--- src/rtl/uart_stat_pkg.sv ---
package uart_stat_pkg;
    localparam int STAT_W   = 8;
    localparam int BIT_TXE  = 7;
    localparam int BIT_TXC  = 6;
    localparam int BIT_RXF  = 5;
    localparam int BIT_IDLE = 4;
    localparam int BIT_OVR  = 3;
    localparam int BIT_NZ   = 2;
    localparam int BIT_FRM  = 1;
    localparam int BIT_PAR  = 0;

    typedef enum logic [1:0] {
        FLG_CLEAR = 2'b00,
        FLG_SET   = 2'b01,
        FLG_ARMED = 2'b10
    } flag_state_e;
endpackage

--- src/rtl/uart_stat_flag_cell.sv ---
module uart_stat_flag_cell
    import uart_stat_pkg::*;
#(
    parameter bit RST_SET = 1'b0
) (
    input  logic clk,
    input  logic rst_n,
    input  logic set_evt,
    input  logic stat_rd,
    input  logic clr_access,
    output logic flag
);
    localparam flag_state_e RST_STATE = RST_SET ? FLG_SET : FLG_CLEAR;

    flag_state_e state_q, state_d;

    always_ff @(posedge clk or negedge rst_n) begin
        if (!rst_n) state_q <= RST_STATE;
        else        state_q <= state_d;
    end

    always_comb begin
        state_d = state_q;
        if (set_evt) begin
            state_d = FLG_SET;
        end else begin
            unique case (state_q)
                FLG_CLEAR: state_d = FLG_CLEAR;
                FLG_SET:   if (stat_rd) state_d = FLG_ARMED;
                FLG_ARMED: if (clr_access) state_d = FLG_CLEAR;
                default:   state_d = FLG_CLEAR;
            endcase
        end
    end

    always_comb begin
        flag = (state_q != FLG_CLEAR);
    end
endmodule

--- src/rtl/uart_stat_irq.sv ---
module uart_stat_irq
    import uart_stat_pkg::*;
(
    input  logic [STAT_W-1:0] status,
    input  logic              ie_tx_empty,
    input  logic              ie_tx_done,
    input  logic              ie_rx_full,
    input  logic              ie_rx_idle,
    output logic              tx_irq,
    output logic              rx_irq
);
    always_comb begin
        tx_irq = (status[BIT_TXE] & ie_tx_empty) | (status[BIT_TXC] & ie_tx_done);
        rx_irq = (status[BIT_RXF] & ie_rx_full)  | (status[BIT_IDLE] & ie_rx_idle);
    end
endmodule

--- src/rtl/uart_status_flags.sv ---
module uart_status_flags
    import uart_stat_pkg::*;
(
    input  logic              clk,
    input  logic              rst_n,
    input  logic              tx_handoff,
    input  logic              tx_active,
    input  logic              rx_load,
    input  logic              rx_noise,
    input  logic              rx_frame_err,
    input  logic              rx_parity_err,
    input  logic              rx_overrun,
    input  logic              rx_idle_det,
    input  logic              stat_rd,
    input  logic              data_rd,
    input  logic              data_wr,
    input  logic              ie_tx_empty,
    input  logic              ie_tx_done,
    input  logic              ie_rx_full,
    input  logic              ie_rx_idle,
    output logic [STAT_W-1:0] status,
    output logic              tx_irq,
    output logic              rx_irq
);
    logic [STAT_W-1:0] set_vec;
    logic [STAT_W-1:0] clr_vec;
    logic [STAT_W-1:0] flag_vec;

    always_comb begin
        set_vec           = '0;
        set_vec[BIT_TXE]  = tx_handoff;
        set_vec[BIT_RXF]  = rx_load;
        set_vec[BIT_IDLE] = rx_idle_det;
        set_vec[BIT_OVR]  = rx_overrun;
        set_vec[BIT_NZ]   = rx_load & rx_noise;
        set_vec[BIT_FRM]  = rx_load & rx_frame_err;
        set_vec[BIT_PAR]  = rx_load & rx_parity_err;
        clr_vec           = {STAT_W{data_rd}};
        clr_vec[BIT_TXE]  = data_wr;
        clr_vec[BIT_TXC]  = 1'b0;
    end

    for (genvar i = 0; i < STAT_W; i++) begin : g_flag
        if (i == BIT_TXC) begin : g_derived
            assign flag_vec[i] = flag_vec[BIT_TXE] & ~tx_active;
        end else begin : g_sticky
            uart_stat_flag_cell #(
                .RST_SET (i == BIT_TXE)
            ) u_cell (
                .clk        (clk),
                .rst_n      (rst_n),
                .set_evt    (set_vec[i]),
                .stat_rd    (stat_rd),
                .clr_access (clr_vec[i]),
                .flag       (flag_vec[i])
            );
        end
    end

    assign status = flag_vec;

    uart_stat_irq u_irq (
        .status      (flag_vec),
        .ie_tx_empty (ie_tx_empty),
        .ie_tx_done  (ie_tx_done),
        .ie_rx_full  (ie_rx_full),
        .ie_rx_idle  (ie_rx_idle),
        .tx_irq      (tx_irq),
        .rx_irq      (rx_irq)
    );
endmodule

--- config.mk ---
export PLATFORM = sky130hd
export DESIGN_NAME = uart_status_flags
export DESIGN_NICKNAME = d
export VERILOG_FILES = /design/src/rtl/uart_stat_pkg.sv /design/src/rtl/uart_stat_flag_cell.sv /design/src/rtl/uart_stat_irq.sv /design/src/rtl/uart_status_flags.sv
export SDC_FILE = /design/constraint.sdc
export NUM_CORES = 1
export LEC_CHECK = 0
export BUFFER_PORTS_ARGS = -buffer_cell sky130_fd_sc_hd__buf_4
export CORE_MARGIN = 5
export CORE_UTILIZATION = 42
export DETAILED_ROUTE_END_ITERATION = 7
export PLACE_DENSITY = 0.72
export SLEW_MARGIN = 20
export SYNTH_ARGS = -nofsm -noshare
export SYNTH_HDL_FRONTEND = slang
export SYNTH_SLANG_ARGS = --single-unit
--- constraint.sdc ---
create_clock -name clk -period 0.9 [get_ports clk]
set_input_delay 0.135 -clock clk [delete_from_list [all_inputs] [get_ports clk]]
set_output_delay 0.135 -clock clk [all_outputs]
set_load 0.01 [all_outputs]
==> Implementation_results.wiki, run 1 <==
{| class="wikitable"
! Metric !! Value
|-
| All-layer global routing usage || ~14%
|-
| Count of unresolved DRC violations after routing || 0
|-
| Cell row count || 15
|-
| Total clock buffers created by CTS || 3
|-
| Bufs on Longest Clock Path || 2
|-
| Adder and majority cell fraction of the synthesized area || 0%
|-
| Clock tree root driver cell || clkbuf_4
|-
| Max_cap viols || 0
|-
| Power per standard cell area || 1367 nW/um^2
|-
| First-pass GRT wire length || roughly 2.7 mm
|-
| Mean routed wirelength per cell || ~12 um
|-
| Run status || complete, but fails checks
|-
| Yosys top cell by area || dfrtp_1
|-
| Clock period minus worst slack || roughly 1.4 ns
|-
| Data arrival time of the critical path || around 1.2 ns
|-
| Routed via count || around 670
|-
| Number of storage elements in the synthesis netlist || 14
|-
| Worst min path class || in2reg
|-
| Critical path fanouts, max || 2
|-
| Fraction of layout cells with a size suffix above 1 || between 60% and 70%
|-
| Post-synth EDFFs || 0
|-
| Antenna-violating nets left || 0
|-
| Number of pins with negative max-slew slack in the final report || 0
|-
| Cell area after synthesis || 745.7 um^2
|-
| Share of synthesized area spent on multiplexers || 0%
|-
| Tcrit/Tclk final || 152.6%
|-
| Violated checks || setup timing
|-
| Post-synthesis compound-gate area fraction || a little over a tenth
|-
| IR drop worst, VDD || 0.001159 V
|-
| Unique cell type count in the Yosys netlist || 18
|-
| Yosys warns || 0
|-
| Routability congestion estimate from global placement || 0.6600
|-
| Initial cell density of the core || a little over two fifths
|-
| Dominant combinational cell family by area after synthesis || simple AND/OR/NAND/NOR gates
|-
| Vias in the first global route || between 600 and 700
|-
| Post-route standard cell area excluding fillers || about 1200 um^2
|-
| Xor-xnor portion of the synthesized cell area || 0%
|-
| Final antenna diode count || 0
|-
| Number of nets at the end of the flow || around 130
|-
| Fraction of post-synthesis cell area in the top cell type by area || 43.62%
|-
| Share of synthesized area occupied by flip-flops and latches || a little under half
|-
| Worst Setup Path Type || reg2out
|-
| Reg-to-reg slack, setup || -0.20 ns
|-
| Critical Path Sink Type || output pin
|-
| List of most frequent post-synthesis cells || dfrtp_1, or2_2, buf_4, nand3b_1, or3b_1
|-
| Ports || 27
|-
| Largest reg by FF count || g_flag.g_sticky.u_cell.state_q
|-
| Mean post-synth cell area || 10.22 um^2
|-
| Top-count cell post-synth || dfrtp_1
|-
| Worst hold margin || ~0.049 ns
|-
| CTS H-tree lvls || 1
|-
| Synth Flop Type || dfrtp_1
|-
| Synthesized instance count || between 70 and 80
|-
| Post-route worst setup slack || -0.4736 ns
|-
| Longest individual stage delay on the worst path || just under 0.4 ns
|-
| Number of failing hold endpoints at the final stage || 0
|-
| Largest regs || g_flag.g_sticky.u_cell.state_q x14
|-
| Fin Clk Skew || about 0.0055 ns
|-
| Fillers || 120
|-
| Layout Area Growth over Synthesis || 63.42%
|-
| Die Width || between 50 and 60 um
|-
| 1st-pass router iterations || 4
|-
| Global-route congestion overflow total || 0
|-
| Total Die Area || 2718 um^2
|-
| Detail-routed via count per cell || between 4 and 5
|-
| Area of the core region || 1708 um^2
|-
| Violation count after the first detailed-routing iteration || 4
|-
| Largest net degree at the start of global routing || 15
|-
| Final wirelength || around 1.6 mm
|-
| Number of buffers added on ports || 26
|-
| Pleak || 0.5610 nW
|-
| Unrepaired setup endpoints after global routing || yes
|-
| Share of flip-flops with an asynchronous set or reset || 100.0%
|-
| Area contributors post-synth || dfrtp_1, or3b_1, or2_2, buf_4, nand3b_1
|-
| Highest-delay cell along the critical path || dfrtp_1
|-
| Sum of net half-perimeters after detailed placement || 1.104 mm
|-
| Utilization after layout || a little under three quarters
|-
| Placed Area || approximately 980 um^2
|-
| Number of flip-flops under the largest register name || 14
|-
| Max-slew headroom at the worst pin || around 87%
|-
| Series of cell instances along the critical path || or2_4 -> a22o_1 -> buf_6
|-
| TritonCTS clock tree || yes
|-
| Post-synthesis simple-gate area fraction || between 30% and 40%
|-
| Chip Height || around 52 um
|-
| CP Data Required Time || 0.76 ns
|-
| Tightest Pin Transition || between 0.15 and 0.2 ns
|-
| Highest Clock Rate || between 700 and 800 MHz
|-
| Clock edge transition at the registers on the reported setup and hold paths || approximately 0.08 ns
|-
| Skew-Pair Late Insertion Delay || between 0.2 and 0.3 ns
|-
| CP Launch Type || flip-flop
|-
| Final setup violating endpoints || 21
|-
| Number of clock sinks seen by CTS || 14
|-
| Total nets after synthesis || 90
|-
| Pwr Total || between 0.0015 and 0.002 W
|-
| Initial antenna violation count || 0
|}
==> placed cells by master (no fill, tap or decap) <==
master	netlist	final
o21ai_2	0	1
nand2b_1	4	3
dlygate4sd3_1	0	4
buf_4	7	28
o21ai_0	3	1
dfrtp_1	13	13
or3b_1	7	4
nand3b_1	7	7
buf_6	0	13
or2_4	0	7
inv_1	2	1
nand2_1	3	3
a22o_1	1	1
a21oi_2	2	5
nor3b_2	0	1
nor2_4	0	1
clkbuf_4	0	3
or2_1	1	1
nand2b_4	0	1
a21boi_2	0	1
a21boi_1	3	2
nor3b_1	4	3
inv_2	0	1
or3b_4	0	3
nor2_2	0	1
clkbuf_8	0	1
dfstp_2	1	1
or2_2	9	2
o21ai_1	0	1
==> final timing paths <==
| path | from | endpoint | cells past startpoint |
|---|---|---|---|
| max reg2reg | g_flag[0].g_sticky.u_cell.state_q[0]$_DFFE_PN0P_ | g_flag[0].g_sticky.u_cell.state_q[1]$_DFFE_PN0P_ | 3 |
| max in group asynchronous | rst_n | g_flag[7].g_sticky.u_cell.state_q[0]$_DFFE_PN1P_ | 2 |
| min | rx_load | g_flag[5].g_sticky.u_cell.state_q[1]$_DFFE_PN0P_ | 2 |
| max | g_flag[5].g_sticky.u_cell.state_q[1]$_DFFE_PN0P_ | rx_irq | 3 |
| min in group asynchronous | rst_n | g_flag[0].g_sticky.u_cell.state_q[0]$_DFFE_PN0P_ | 2 |
| min reg2reg | g_flag[2].g_sticky.u_cell.state_q[0]$_DFFE_PN0P_ | g_flag[2].g_sticky.u_cell.state_q[1]$_DFFE_PN0P_ | 2 |
==> cells by family after synthesis <==
kind of cell           Yosys count
buffers and inverters           10
DFF                             14
and+or+nand+nor                 37
AOI/OAI and AO/OA               12
==> area by class of cell <==
class	count	area [um^2]	share of cell area (%)
clock buffers	4	36.28	2.977
inverters	2	7.507	0.6160
multi-input cells	49	395.4	32.44
flip-flops and latches	14	351.6	28.85
well taps	25	31.28	2.567
repair buffers	45	396.6	32.55
==> critical path: cells and delay by family, from the launching register on <==
family	cells	cell delay [ns]
DFF	1	0.39
and+or+nand+nor	1	0.25
AOI/OAI and AO/OA	1	0.21
buffers and inverters	1	0.12
==> layer usage <==
layer / track usage, % / vias up / share of wire (%)
met5: 0 / - / 0
met4: 8.936 / 0 / 1.7
met3: 3.438 / 2 / 5.3
met2: 22.38 / 25 / 49
met1: 15.68 / 318 / 44
li1: - / 323 / -
==> through the flow <==
step / std cells / setup TNS (ns) / setup slack [ns]
floorplan: 73 / -0.1269 / -0.09324
global placement: 123 / -0.8852 / -0.1812
detailed placement: 123 / -1.056 / -0.1949
CTS: 137 / -4.717 / -0.4781
global route: 139 / -5.573 / -0.5365
finish: 139 / -4.570 / -0.4736
==> what timing repair did <==
action | 4_1_cts | 5_1_grt
setup buffers | 7 | 4
endpoints found under the setup margin | 20 | 23
gates resized for setup | 14 | 17
hold buffers | 3 | 1
pin swaps | 8 | 8
endpoints found under the hold margin | 16 | 1
==> power by group <==
group          total, W  internal, W  switching (W)
sequential     0.000717     0.000681      0.0000358
clock          0.000433     0.000246       0.000188
combinational  0.000516     0.000334       0.000182
Note: power is estimated with default switching activity, not from simulation.
==> run 2, diff against run 1 <==
- RECOVER_POWER: unset -> 50
==> Implementation_results.wiki, run 2 (synthesis gave the netlist of run 1 again) <==
{| class="wikitable"
! Metric !! Value
|-
| Largest reg by FF count || g_flag.g_sticky.u_cell.state_q
|-
| Mean routed wirelength per cell || 11.76 um (about the same)
|-
| Largest regs || g_flag.g_sticky.u_cell.state_q x14
|-
| Pleak || 0.5603 nW (-0.12%)
|-
| Worst Hold Path Cells || 2 (unchanged)
|-
| Routing usage on met3 || 3.438% (unchanged)
|-
| Antenna-violating nets left || 0 (unchanged)
|-
| Final setup violating endpoints || 21 (unchanged)
|-
| Pwr Total || 0.001664 W (about the same)
|-
| Top library cells by usage in the layout, fill and taps aside || buf_4, dfrtp_1, buf_6
|-
| Non-filler instance count after layout || 139 (unchanged)
|-
| Most frequent standard cell in the layout excluding fill and tap cells || buf_4
|-
| Initial antenna violation count || 0 (unchanged)
|-
| Run status || complete, but fails checks
|-
| Final antenna diode count || 0 (unchanged)
|-
| Count of unresolved DRC violations after routing || 0 (unchanged)
|-
| Ports || 27 (unchanged)
|-
| 1st-pass router iterations || 4 (unchanged)
|-
| CTS H-tree lvls || 1 (unchanged)
|-
| Met1 demand-to-capacity share in global routing || 15.68% (unchanged)
|-
| CP Data Required Time || 0.76 ns (about the same)
|-
| Max_cap viols || 0 (unchanged)
|-
| Routed via count || 664 (-0.60%)
|-
| Die Width || 52.14 um (unchanged)
|-
| Violation count after the first detailed-routing iteration || 4 (unchanged)
|-
| Number of flip-flops under the largest register name || 14 (unchanged)
|-
| Number of cells in the design after placement || 123 (unchanged)
|-
| Final wirelength || 1.635 mm (about the same)
|-
| Worst hold margin || 0.04974 ns (+0.0003231 ns)
|-
| Critical Path Sink Type || output pin
|-
| Worst min path class || in2reg
|-
| Max-slew headroom at the worst pin || 77.12% (-9.7 points)
|-
| Highest Clock Rate || 728.1 MHz (about the same)
|-
| Clock tree root driver cell || clkbuf_4
|-
| CP Launch Type || flip-flop
|-
| Cell row count || 15 (unchanged)
|-
| Power per standard cell area || 1368 nW/um^2 (+0.11%)
|-
| Clock edge transition at the registers on the reported setup and hold paths || 0.08 ns (about the same)
|-
| Routability congestion estimate from global placement || 0.6600 (unchanged)
|-
| Total Die Area || 2718 um^2 (unchanged)
|-
| Data arrival time of the critical path || 1.24 ns (about the same)
|-
| Number of failing hold endpoints at the final stage || 0 (unchanged)
|-
| Sum of net half-perimeters after detailed placement || 1.104 mm (unchanged)
|-
| Number of pins with negative max-slew slack in the final report || 0 (unchanged)
|-
| Vias in the first global route || 666 (unchanged)
|-
| Violated checks || setup timing
|-
| Fillers || 121 (+0.83%)
|-
| Global-route congestion overflow total || 0 (unchanged)
|-
| Post-route worst setup slack || -0.4735 ns (+0.00005200 ns)
|-
| Tightest Pin Transition || 0.3432 ns (+0.1455 ns)
|-
| Clock period minus worst slack || 1.374 ns (-0.00005200 ns)
|-
| Post-placement setup slack || -0.1949 ns (unchanged)
|-
| Layout Area Growth over Synthesis || 63.09%
|-
| Area of the core region || 1708 um^2 (unchanged)
|-
| Number of buffers added on ports || 26 (unchanged)
|-
| IR drop worst, VDD || 0.001158 V (about the same)
|-
| Detail-routed via count per cell || 4.777 (-0.60%)
|-
| Chip Height || 52.14 um (unchanged)
|-
| Total clock buffers created by CTS || 3 (unchanged)
|-
| Fin Clk Skew || 0.005445 ns (-0.00002254 ns)
|-
| Worst-case reg-to-reg path depth || 3 (unchanged)
|-
| Unrepaired setup endpoints after global routing || yes
|-
| Critical path fanouts, max || 2 (unchanged)
|-
| Routing layer with the top usage in global route || met2
|-
| Initial cell density of the core || 43.66% (unchanged)
|-
| Number of clock sinks seen by CTS || 14 (unchanged)
|-
| Met2 usage || 22.38% (unchanged)
|-
| Skew-Pair Late Insertion Delay || 0.27 ns (about the same)
|-
| Fraction of layout cells with a size suffix above 1 || 61.40% (unchanged)
|-
| Largest net degree at the start of global routing || 15 (unchanged)
|-
| Bufs on Longest Clock Path || 2 (unchanged)
|-
| First-pass GRT wire length || 2.711 mm (unchanged)
|-
| TritonCTS clock tree || yes
|-
| All-layer global routing usage || 13.68% (unchanged)
|-
| Number of nets at the end of the flow || 132 (unchanged)
|-
| Worst Setup Path Type || reg2out
|-
| Tcrit/Tclk final || 152.6% (about the same)
|}
-- run 2: cell count changes in the layout (fill, tap and decap cells not counted) --
cell / delta
clkbuf_2: +1
buf_4: -1
-- run 2: path summary, 6_finish.rpt --
path                                                                   from                                                to  slack [ns]
max                        g_flag[5].g_sticky.u_cell.state_q[1]$_DFFE_PN0P_                                            rx_irq       -0.47
min                                                                 rx_load  g_flag[5].g_sticky.u_cell.state_q[1]$_DFFE_PN0P_        0.05
max reg2reg                g_flag[0].g_sticky.u_cell.state_q[0]$_DFFE_PN0P_  g_flag[0].g_sticky.u_cell.state_q[1]$_DFFE_PN0P_       -0.20
min reg2reg                g_flag[2].g_sticky.u_cell.state_q[0]$_DFFE_PN0P_  g_flag[2].g_sticky.u_cell.state_q[1]$_DFFE_PN0P_        0.57
max in group asynchronous                                             rst_n  g_flag[7].g_sticky.u_cell.state_q[0]$_DFFE_PN1P_        0.31
min in group asynchronous                                             rst_n  g_flag[0].g_sticky.u_cell.state_q[0]$_DFFE_PN0P_        0.29
-- run 2: stage by stage --
stage | utilization [%] | cell area, um^2 | TNS (ns)
floorplan | - | 777.0 | -0.1269
global placement | 57.58 | 983.4 | -0.8852
detailed placement | 57.58 | 983.4 | -1.056
CTS | 67.33 | 1150 | -4.717
global route | 71.21 | 1216 | -5.573
finish | 71.21 | 1216 | -4.568
-- run 2: worst max-delay path, cell delays in order (launching register included) --
cell	delay [ns]
dfrtp_1	0.39
or2_4	0.25
a22o_1	0.21
buf_6	0.12
-- run 2: layer usage --
metal,vias to the layer above,part of all wire [%]
li1,323,-
met1,316,44
met2,23,49
met3,2,5.2
met4,0,1.7
met5,-,0
-- run 2: final cells by class --
cell class | instances | area (um^2) | share of cell area, %
sequential | 14 | 351.6 | 28.91
tap | 25 | 31.28 | 2.572
inverter | 2 | 7.507 | 0.6173
clock buffer | 4 | 36.28 | 2.984
multi-input combinational | 49 | 395.4 | 32.51
timing repair buffer | 45 | 394.1 | 32.41
-- run 2: repair_timing --
action	in CTS	in global routing
resized for setup	14	17
endpoints found under the setup margin	20	23
cloned	0	0
hold buffers	3	1
endpoints found under the hold margin	16	1
pin swaps	8	8
setup buffers	7	4
-- run 2: report_power, final --
group / internal [W] / switching [W]
clock network: 0.000246 / 0.000188
logic: 0.000332 / 0.000182
registers: 0.000681 / 0.0000358
total: 0.00126 / 0.000405
==> run 3, diff against run 2 <==
- ABC_AREA: unset -> 1
==> Implementation_results.wiki, run 3 <==
{| class="wikitable"
! Metric !! Value
|-
| Skew-Pair Late Insertion Delay || 0.28 ns (about the same)
|-
| Global-route congestion overflow total || 0 (unchanged)
|-
| Initial cell density of the core || 43.96% (+0.29 points)
|-
| Routed via count || 735 (+11%)
|-
| Critical Path Sink Type || output pin
|-
| Ports || 27 (unchanged)
|-
| Fraction of post-synthesis cell area in the top cell type by area || 43.33% (-0.29 points)
|-
| All-layer global routing usage || 13.45% (-0.24 points)
|-
| Synth Flop Type || dfrtp_1
|-
| Placed Area || 991.0 um^2 (+0.76%)
|-
| Area contributors post-synth || dfrtp_1, nand2_1, inv_1, buf_4, nor2_1
|-
| Max_cap viols || 0 (unchanged)
|-
| Total nets after synthesis || 115 (+28%)
|-
| CP Launch Type || flip-flop
|-
| Number of flip-flops under the largest register name || 14 (unchanged)
|-
| Final wirelength || 1.700 mm (+4.0%)
|-
| CTS H-tree lvls || 1 (unchanged)
|-
| Total Die Area || 2733 um^2 (+0.54%)
|-
| Tcrit/Tclk final || 141.5% (-11 points)
|-
| Yosys top cell by area || dfrtp_1
|-
| Share of flip-flops with an asynchronous set or reset || 100.0% (unchanged)
|-
| Number of nets at the end of the flow || 151 (+14%)
|-
| Clock tree root driver cell || clkbuf_4
|-
| Mean routed wirelength per cell || 10.76 um (-8.5%)
|-
| Fin Clk Skew || 0.003175 ns (-0.002270 ns)
|-
| Violated checks || setup timing
|-
| Data arrival time of the critical path || 1.14 ns (-0.10 ns)
|-
| Post-route worst setup slack || -0.3737 ns (+0.09980 ns)
|-
| Chip Height || 52.28 um (+0.27%)
|-
| 1st-pass router iterations || 4 (unchanged)
|-
| Total clock buffers created by CTS || 3 (unchanged)
|-
| Footprint of the multi-input gates || 342.8 um^2 (-13%)
|-
| Cell row count || 15 (unchanged)
|-
| Fraction of layout cells with a size suffix above 1 || 47.37% (-14 points)
|-
| Number of failing hold endpoints at the final stage || 0 (unchanged)
|-
| Clock period minus worst slack || 1.274 ns (-0.09980 ns)
|-
| Bufs on Longest Clock Path || 2 (unchanged)
|-
| First-pass GRT wire length || 2.801 mm (+3.3%)
|-
| Worst Setup Path Type || reg2out
|-
| Largest net degree at the start of global routing || 15 (unchanged)
|-
| Highest Clock Rate || 785.1 MHz (+7.8%)
|-
| Final antenna diode count || 0 (unchanged)
|-
| Initial antenna violation count || 0 (unchanged)
|-
| TritonCTS clock tree || yes
|-
| Routability congestion estimate from global placement || 0.7183 (+8.8%)
|-
| Antenna-violating nets left || 0 (unchanged)
|-
| Detail-routed via count per cell || 4.652 (-2.6%)
|-
| Run status || complete, but fails checks
|-
| Mean post-synth cell area || 7.660 um^2 (-25%)
|-
| Synthesized instance count || 98 (+34%)
|-
| Top-count cell post-synth || nand2_1
|-
| List of most frequent post-synthesis cells || nand2_1, inv_1, nor2_1
|-
| Count of unresolved DRC violations after routing || 0 (unchanged)
|-
| IR drop worst, VDD || 0.0008680 V (-25%)
|-
| Area of all sequential standard cells || 351.6 um^2 (unchanged)
|-
| Most frequent standard cell in the layout excluding fill and tap cells || buf_4
|-
| Tightest Pin Transition || 0.3472 ns (+0.003929 ns)
|-
| Number of pins with negative max-slew slack in the final report || 0 (unchanged)
|-
| Max-slew headroom at the worst pin || 76.86% (-0.26 points)
|-
| Cell area after synthesis || 750.7 um^2 (+0.67%)
|-
| Number of buffers added on ports || 26 (unchanged)
|-
| Fillers || 148 (+22%)
|-
| Post-synth EDFFs || 0 (unchanged)
|-
| Pleak || 0.6119 nW (+9.2%)
|-
| Number of clock sinks seen by CTS || 14 (unchanged)
|-
| Yosys warns || 0 (unchanged)
|-
| Violation count after the first detailed-routing iteration || 16 (+12)
|-
| Largest regs || g_flag.g_sticky.u_cell.state_q x14
|-
| Critical path fanouts, max || 2 (unchanged)
|-
| CP Data Required Time || 0.76 ns (about the same)
|-
| Worst min path class || in2reg
|-
| Unique cell type count in the Yosys netlist || 14 (-4)
|-
| Top library cells by usage in the layout, fill and taps aside || buf_4, nand2_1, dfrtp_1
|-
| Clock edge transition at the registers on the reported setup and hold paths || 0.09 ns (about the same)
|-
| Vias in the first global route || 696 (+4.5%)
|-
| Number of storage elements in the synthesis netlist || 14 (unchanged)
|-
| Reg-to-reg slack, setup || -0.03 ns (+0.17 ns)
|-
| Area of the core region || 1708 um^2 (unchanged)
|-
| Post-route standard cell area excluding fillers || 1156 um^2 (-4.9%)
|-
| Worst hold margin || 0.07070 ns (+0.02095 ns)
|-
| Share of synthesized area occupied by flip-flops and latches || 46.83% (-0.31 points)
|-
| Pwr Total || 0.001666 W (+0.15%)
|-
| Layout Area Growth over Synthesis || 54.00%
|-
| Unrepaired setup endpoints after global routing || yes
|-
| Final setup violating endpoints || 12 (-43%)
|-
| Sum of net half-perimeters after detailed placement || 1.257 mm (+14%)
|-
| Largest reg by FF count || g_flag.g_sticky.u_cell.state_q
|-
| Power per standard cell area || 1441 nW/um^2 (+5.3%)
|-
| Die Width || 52.28 um (+0.27%)
|}
run 3: changes by cell type after synthesis, sizes merged, moves of 3 or more:
cell    previous run  this run
nand3              0         7
a21oi              5         1
nand4              0         7
or3b               7         0
nor3b              4         0
nand2              3        23
nand2b             4         0
nand3b             7         0
nor2               2        14
inv                2        15
or2               10         5
a21boi             3         0
run 3: final cells by class:
class,instances,area share (%)
Tap cell,25,2.706
Multi-Input combinational cell,61,29.65
Timing Repair Buffer,39,29.22
Inverter,15,4.870
Clock buffer,4,3.139
Sequential cell,14,30.41
run 3: logic make-up (layout without fill, tap and decap cells):
| group | Yosys count | in the layout | share of synthesized area (%) |
|---|---|---|---|
| AND/OR/NAND/NOR | 56 | 56 | 33.83 |
| buffers and inverters | 23 | 58 | 16.00 |
| AO/OA/AOI/OAI | 5 | 5 | 3.333 |
| flip-flops | 14 | 14 | 46.83 |
run 3: final timing paths:
kind	from	endpoint	depth (start not counted)
max	g_flag[5].g_sticky.u_cell.state_q[0]$_DFFE_PN0P_	rx_irq	4
min	tx_handoff	g_flag[7].g_sticky.u_cell.state_q[0]$_DFFE_PN1P_	3
max reg2reg	g_flag[7].g_sticky.u_cell.state_q[0]$_DFFE_PN1P_	g_flag[7].g_sticky.u_cell.state_q[1]$_DFFE_PN0P_	4
min reg2reg	g_flag[3].g_sticky.u_cell.state_q[1]$_DFFE_PN0P_	g_flag[3].g_sticky.u_cell.state_q[1]$_DFFE_PN0P_	3
max in group asynchronous	rst_n	g_flag[7].g_sticky.u_cell.state_q[0]$_DFFE_PN1P_	2
min in group asynchronous	rst_n	g_flag[2].g_sticky.u_cell.state_q[1]$_DFFE_PN0P_	2
run 3: where the power goes:
group | total, W | switching (W) | internal [W] | leakage (nW)
Combinational | 0.000497 | 0.000216 | 0.000281 | 0.417
Clock | 0.000455 | 0.000209 | 0.000246 | 0.0210
Sequential | 0.000714 | 0.0000324 | 0.000682 | 0.174
Total | 0.00167 | 0.000458 | 0.00121 | 0.612
run 3: through the flow:
step	worst slack (ns)	util, %	TNS, ns	instances
2_1_floorplan	0.001494	-	0	98
3_3_place_gp	-0.05324	58.02	-0.06610	150
3_5_place_dp	-0.06480	58.02	-0.1521	150
4_1_cts	-0.3784	64.62	-2.999	158
5_1_grt	-0.4190	67.69	-3.353	158
6_report	-0.3737	67.69	-2.960	158
run 3: critical path: stages (launching register included):
cell and delay [ns]:
dfrtp_1 0.39, or2_4 0.25, nand2_2 0.06, nand2_2 0.04, buf_6 0.11
run 3: what timing repair did:
action / CTS / global route
buffers inserted: 3 / 4
hold buffers: 1 / 0
hold endpoints to repair: 14 / 0
gates resized for setup: 15 / 18
setup endpoints to repair: 12 / 15
pin swaps: 4 / 8
run 3: metal layers:
layer	up-vias	share of wire, %	global-route usage [%]
li1	373	-	-
met1	344	43	17.32
met2	16	52	23.43
met3	2	4.2	1.709
met4	0	0.94	3.830
met5	-	0	0
